<file path="config.mk">
export PLATFORM = sky130hd
export DESIGN_NAME = stoch_var_node
export DESIGN_NICKNAME = d
export VERILOG_FILES = /design/src/rtl/svn_pkg.sv /design/src/rtl/svn_eq_detect.sv /design/src/rtl/svn_edge_mem.sv /design/src/rtl/stoch_var_node.sv
export SDC_FILE = /design/constraint.sdc
export NUM_CORES = 2
export LEC_CHECK = 0
export BUFFER_PORTS_ARGS = -buffer_cell sky130_fd_sc_hd__buf_2
export CAP_MARGIN = 20
export CORE_MARGIN = 10
export CORE_UTILIZATION = 58
export CTS_CLUSTER_DIAMETER = 200
export CTS_CLUSTER_SIZE = 20
export DETAILED_ROUTE_END_ITERATION = 10
export GPL_ROUTABILITY_DRIVEN = 0
export PLACE_DENSITY = 0.77
export SYNTH_ARGS = -nofsm -noshare
export SYNTH_HDL_FRONTEND = slang
export SYNTH_SLANG_ARGS = --single-unit
</file>
<file path="constraint.sdc">
create_clock -name clk_i -period 1.61 [get_ports clk_i]
set_input_delay 0.161 -clock clk_i [delete_from_list [all_inputs] [get_ports clk_i]]
set_output_delay 0.161 -clock clk_i [all_outputs]
set_load 0.02 [all_outputs]
</file>
<file path="src/rtl/svn_pkg.sv">
package svn_pkg;
  // Fold an index in [0, 2*len) into [0, len).
  function automatic int unsigned fold_idx(input int unsigned idx, input int unsigned len);
    return (idx >= len) ? idx - len : idx;
  endfunction
endpackage

</file>
<file path="src/rtl/svn_eq_detect.sv">
module svn_eq_detect #(
  parameter int SYM_W = 4,
  parameter int DEG   = 4
) (
  input  logic [DEG-1:0][SYM_W-1:0] sym_i,
  output logic [DEG-1:0]            agree_o
);
  for (genvar e = 0; e < DEG; e++) begin : g_edge
    localparam int REF = (e == 0) ? 1 : 0;
    logic [DEG-1:0] match;
    for (genvar k = 0; k < DEG; k++) begin : g_cmp
      if (k == e || k == REF) begin : g_skip
        assign match[k] = 1'b1;
      end else begin : g_xnor
        assign match[k] = &(sym_i[k] ~^ sym_i[REF]);
      end
    end
    assign agree_o[e] = &match;
  end
endmodule

</file>
<file path="src/rtl/svn_edge_mem.sv">
module svn_edge_mem
  import svn_pkg::*;
#(
  parameter int SYM_W   = 4,
  parameter int MEM_LEN = 50,
  parameter int IDX_W   = $clog2(MEM_LEN)
) (
  input  logic             clk_i,
  input  logic             rst_ni,
  input  logic             beat_i,
  input  logic             agree_i,
  input  logic [SYM_W-1:0] sym_i,
  input  logic [IDX_W-1:0] rnd_idx_i,
  input  logic             wr_en_i,
  input  logic [IDX_W-1:0] wr_ptr_i,
  input  logic [SYM_W-1:0] wr_sym_i,
  output logic [SYM_W-1:0] out_sym_o
);
  logic [MEM_LEN-1:0][SYM_W-1:0] mem_q;
  logic [IDX_W-1:0] rd_slot, wr_slot;

  always_comb begin
    rd_slot = IDX_W'(fold_idx(int'(rnd_idx_i), MEM_LEN));
    wr_slot = IDX_W'(fold_idx(int'(wr_ptr_i), MEM_LEN));
  end

  always_ff @(posedge clk_i or negedge rst_ni) begin
    if (!rst_ni) begin
      mem_q     <= '0;
      out_sym_o <= '0;
    end else begin
      if (wr_en_i) begin
        mem_q[wr_slot] <= wr_sym_i;
      end else if (beat_i && agree_i) begin
        mem_q <= {mem_q[MEM_LEN-2:0], sym_i};
      end
      if (beat_i) begin
        out_sym_o <= agree_i ? sym_i : mem_q[rd_slot];
      end
    end
  end

  p_pass_r3: assert property (@(posedge clk_i) disable iff (!rst_ni)
    beat_i && agree_i |=> out_sym_o == $past(sym_i));
  p_push_r4: assert property (@(posedge clk_i) disable iff (!rst_ni)
    beat_i && agree_i && !wr_en_i |=> mem_q[0] == $past(sym_i) && mem_q[1] == $past(mem_q[0]));
  p_mem_hold_r5: assert property (@(posedge clk_i) disable iff (!rst_ni)
    beat_i && !agree_i && !wr_en_i |=> $stable(mem_q));
  p_out_hold_r9: assert property (@(posedge clk_i) disable iff (!rst_ni)
    !beat_i |=> $stable(out_sym_o));
endmodule

</file>
<file path="src/rtl/stoch_var_node.sv">
module stoch_var_node #(
  parameter int SYM_W   = 4,
  parameter int DEG     = 4,
  parameter int MEM_LEN = 50,
  localparam int IDX_W  = $clog2(MEM_LEN),
  localparam int EDGE_W = (DEG > 1) ? $clog2(DEG) : 1
) (
  input  logic                 clk_i,
  input  logic                 rst_ni,
  input  logic                 in_valid_i,
  input  logic [DEG*SYM_W-1:0] in_sym_i,
  input  logic [DEG*IDX_W-1:0] rnd_idx_i,
  input  logic                 init_load_i,
  input  logic [EDGE_W-1:0]    init_edge_i,
  input  logic [IDX_W-1:0]     init_ptr_i,
  input  logic [SYM_W-1:0]     init_sym_i,
  output logic                 out_valid_o,
  output logic [DEG*SYM_W-1:0] out_sym_o
);
  logic [DEG-1:0][SYM_W-1:0] sym;
  logic [DEG-1:0]            agree;
  logic                      beat;

  assign sym  = in_sym_i;
  assign beat = in_valid_i && !init_load_i;

  svn_eq_detect #(.SYM_W(SYM_W), .DEG(DEG)) u_eq (
    .sym_i  (sym),
    .agree_o(agree)
  );

  for (genvar e = 0; e < DEG; e++) begin : g_mem
    logic wr_en;
    assign wr_en = init_load_i && (int'(init_edge_i) == e);
    svn_edge_mem #(.SYM_W(SYM_W), .MEM_LEN(MEM_LEN), .IDX_W(IDX_W)) u_mem (
      .clk_i    (clk_i),
      .rst_ni   (rst_ni),
      .beat_i   (beat),
      .agree_i  (agree[e]),
      .sym_i    (sym[e]),
      .rnd_idx_i(rnd_idx_i[e*IDX_W +: IDX_W]),
      .wr_en_i  (wr_en),
      .wr_ptr_i (init_ptr_i),
      .wr_sym_i (init_sym_i),
      .out_sym_o(out_sym_o[e*SYM_W +: SYM_W])
    );
  end

  always_ff @(posedge clk_i or negedge rst_ni) begin
    if (!rst_ni) out_valid_o <= 1'b0;
    else         out_valid_o <= beat;
  end

  p_valid_r2: assert property (@(posedge clk_i) disable iff (!rst_ni)
    in_valid_i && !init_load_i |=> out_valid_o);
  p_load_blocks_r8: assert property (@(posedge clk_i) disable iff (!rst_ni)
    init_load_i |=> !out_valid_o && $stable(out_sym_o));
  p_uniform_r3: assert property (@(posedge clk_i) disable iff (!rst_ni)
    beat && in_sym_i == {DEG{in_sym_i[SYM_W-1:0]}} |=> out_sym_o == $past(in_sym_i));
endmodule

</file>
==> impl_metrics.json <==
{
  "start_kind": "flip-flop",
  "cp-end-kind": "flip-flop",
  "rows": 100,
  "synth_edf_count": 0,
  "grt_pass1_vias": 43237,
  "multi_input_area_mm2": 0.02475,
  "htreeDepth": 2,
  "slowest_stage": "mux4_2",
  "required_ps": 2140,
  "place_hpwl_um": 117700,
  "ys_warn_count": 0,
  "grt-ovfl-total": 0,
  "antenna_found_initial": 1,
  "status": "finished with violations",
  "violations": "setup timing",
  "power.density_mw_per_mm2": 756.6,
  "placed_area_mm2": 0.05445,
  "area_growth_pct": 29.20,
  "cts_buffers": 46,
  "area.sequential_mm2": 0.02044,
  "syn_area_mm2": 0.04402,
  "ys_seq_area_share_pct": 46.45,
  "rsz0062_at_grt": "yes",
  "arrival_ps": 2290,
  "place_ws_ps": -786.2,
  "skew_ps": 20.09,
  "synthDistinctLibCells": 81,
  "clkTransAtPathRegs_ps": 90,
  "wl_per_cell_um": 24.43,
  "ys_seq_elements": 817,
  "layout_setup_ws_ps": -140.8,
  "max-slew-margin-rel_pct": 67.11,
  "start_util_pct": 58.83,
  "fp.dieW_um": 295.5,
  "crit_buf_inv": 0,
  "cts_tree": "yes",
  "synthArstFlopShare_pct": 100.0,
  "cp_max_fo": 2,
  "grt_use_total_pct": 36.36,
  "instances_no_fill": 6590,
  "die_y_um": 295.5,
  "setup_violations": 11,
  "first_iter_violations": 6096,
  "drv_slew": 0,
  "synth_nets": 4953,
  "min_period_ps": 1751,
  "dr.pass1.iters": 9,
  "viasPerCell": 6.693,
  "ys.flop_type": "dfrtp_1",
  "syn_area_per_cell_um2": 8.998,
  "hold_viol": 0,
  "drive_gt1_share_pct": 28.27,
  "dieArea_mm2": 0.08731,
  "diodes": 0,
  "netlist_instances": 4892,
  "cts_num_sinks": 817,
  "worstSetupPathType": "reg2reg",
  "vias": 44104,
  "clockBufferDepth": 3,
  "core_area_mm2": 0.07482,
  "worst_slew_pin_slew_ps": 493.4,
  "finalCritPeriodShare_pct": 108.7,
  "fill_cells": 4896,
  "path_cells": "mux4_2 -> a22o_1 -> a41oi_2 -> o211ai_1 -> o211a_1",
  "fin_nets": 5680,
  "ant_nets": 0,
  "p_leak_nw": 28.59,
  "crit_family": "compound AO/OA/AOI/OAI gates",
  "grt_max_degree": 79,
  "fin_area_mm2": 0.05687,
  "final.setup.tns_ps": -732.8,
  "grt_pass1_wl_um": 248700,
  "placed_cells": 6485,
  "irDropWorstVdd_mv": 0.9540,
  "finalWirelength_um": 161000,
  "portBuffers": 72,
  "slowest_delay_ps": 480,
  "ios": 73,
  "drc": 0,
  "maxCapViolCount": 0,
  "hold_path.class": "in2async",
  "root_buffer": "clkbuf_16",
  "total_power_mw": 43.03,
  "max_freq_ghz": 0.5712,
  "worstSkewPairLatency_ps": 640
}
## metrics by stage
step / hold WS, ps / util [%]
2_1_floorplan: -134.6 / -
3_3_place_gp: 118.1 / 72.78
3_5_place_dp: 121.1 / 72.78
4_1_cts: 38.74 / 74.91
5_1_grt: 73.30 / 76.01
6_report: 58.11 / 76.01
## layout by cell type, fill, tap and decap left out, types with 52 or more instances in the layout
cell / Yosys / layout
buf_12: 0 / 120
mux2i_1: 95 / 86
a22oi_1: 609 / 576
nand2_1: 1522 / 1501
nor2_1: 431 / 231
mux4_2: 103 / 103
a21o_1: 140 / 140
and2_1: 53 / 52
dfrtp_1: 817 / 817
buf_4: 7 / 785
nand3_1: 131 / 103
nor2_4: 0 / 151
a22o_1: 143 / 143
buf_2: 53 / 64
## routing by layer
metal | up-vias | track usage, % | part of all wire, %
met2 | 2976 | 55.75 | 45
met1 | 21434 | 46.46 | 37
met3 | 663 | 9.346 | 12
met5 | - | 0 | 0.016
li1 | 19027 | - | -
met4 | 4 | 21.05 | 6.7
## worst paths after layout
check,from,end,slack (ps),cells past startpoint
max,g_mem[3].u_mem.mem_q[43]$_DFFE_PN0P_,g_mem[3].u_mem.out_sym_o[3]$_DFFE_PN0P_,-140,5
min in group clk_i,in_sym_i[13],g_mem[3].u_mem.mem_q[1]$_DFFE_PN0P_,60,3
min,rst_ni,g_mem[0].u_mem.mem_q[139]$_DFFE_PN0P_,60,2
max reg2reg,g_mem[3].u_mem.mem_q[43]$_DFFE_PN0P_,g_mem[3].u_mem.out_sym_o[3]$_DFFE_PN0P_,-140,5
max in group asynchronous,rst_ni,g_mem[3].u_mem.mem_q[190]$_DFFE_PN0P_,700,4
min reg2reg,g_mem[1].u_mem.mem_q[197]$_DFFE_PN0P_,g_mem[1].u_mem.mem_q[197]$_DFFE_PN0P_,480,2
## cell type report
class | instances | area share (%)
tap | 969 | 2.132
sequential | 817 | 35.95
inverter | 23 | 0.1782
multi-input combinational | 3721 | 43.51
clock buffer | 49 | 2.156
timing repair buffer | 1010 | 16.06
clock inverter | 1 | 0.008800
## synth_stat cells (50+ instances only)
| cell type | instances | area share (%) |
|---|---|---|
| buf_2 | 53 | 0.60 |
| a22oi_1 | 609 | 10 |
| a21o_1 | 140 | 2.4 |
| nor2_1 | 431 | 3.7 |
| clkbuf_1 | 229 | 2.0 |
| a21oi_1 | 50 | 0.57 |
| nand3_1 | 131 | 1.5 |
| nor3_1 | 56 | 0.64 |
| and2_1 | 53 | 0.75 |
| mux2i_1 | 95 | 2.2 |
| nand2_1 | 1522 | 13 |
| a22o_1 | 143 | 2.8 |
| mux4_2 | 103 | 5.3 |
| dfrtp_1 | 817 | 46 |
## where the power goes
part	switching, mW	total, mW	internal [mW]
Sequential	1.35	23.1	21.8
Clock	6.99	12.4	5.40
Combinational	4.21	7.51	3.30
Total	12.6	43.0	30.5
## flip-flops by register name (all words and copies together) (netlist names)
name,count
g_mem.u_mem.out_sym_o,16
out_valid_o,1
g_mem.u_mem.mem_q,800
## kinds of logic (layout without fill, tap and decap cells)
logic type / after synthesis / after routing / synth area share, %
buffers and inverters: 354 / 1083 / 3.366
adder cells (fa/ha/maj): 5 / 5 / 0.1421
AND/OR/NAND/NOR: 2295 / 2295 / 21.11
multiplexers: 213 / 213 / 7.814
XOR/XNOR: 13 / 13 / 0.2587
AO/OA/AOI/OAI: 1195 / 1195 / 20.86
flip-flops: 817 / 817 / 46.45
## repair_timing
item                       CTS  global route
setup buffers               16            34
hold buffers                 5             0
resized for setup           27           131
cloned                       1             2
setup endpoints to repair   41           285
hold endpoints to repair   613             0
pin swaps                   21            41
No activity file was read; power rests on OpenSTA's default activity.
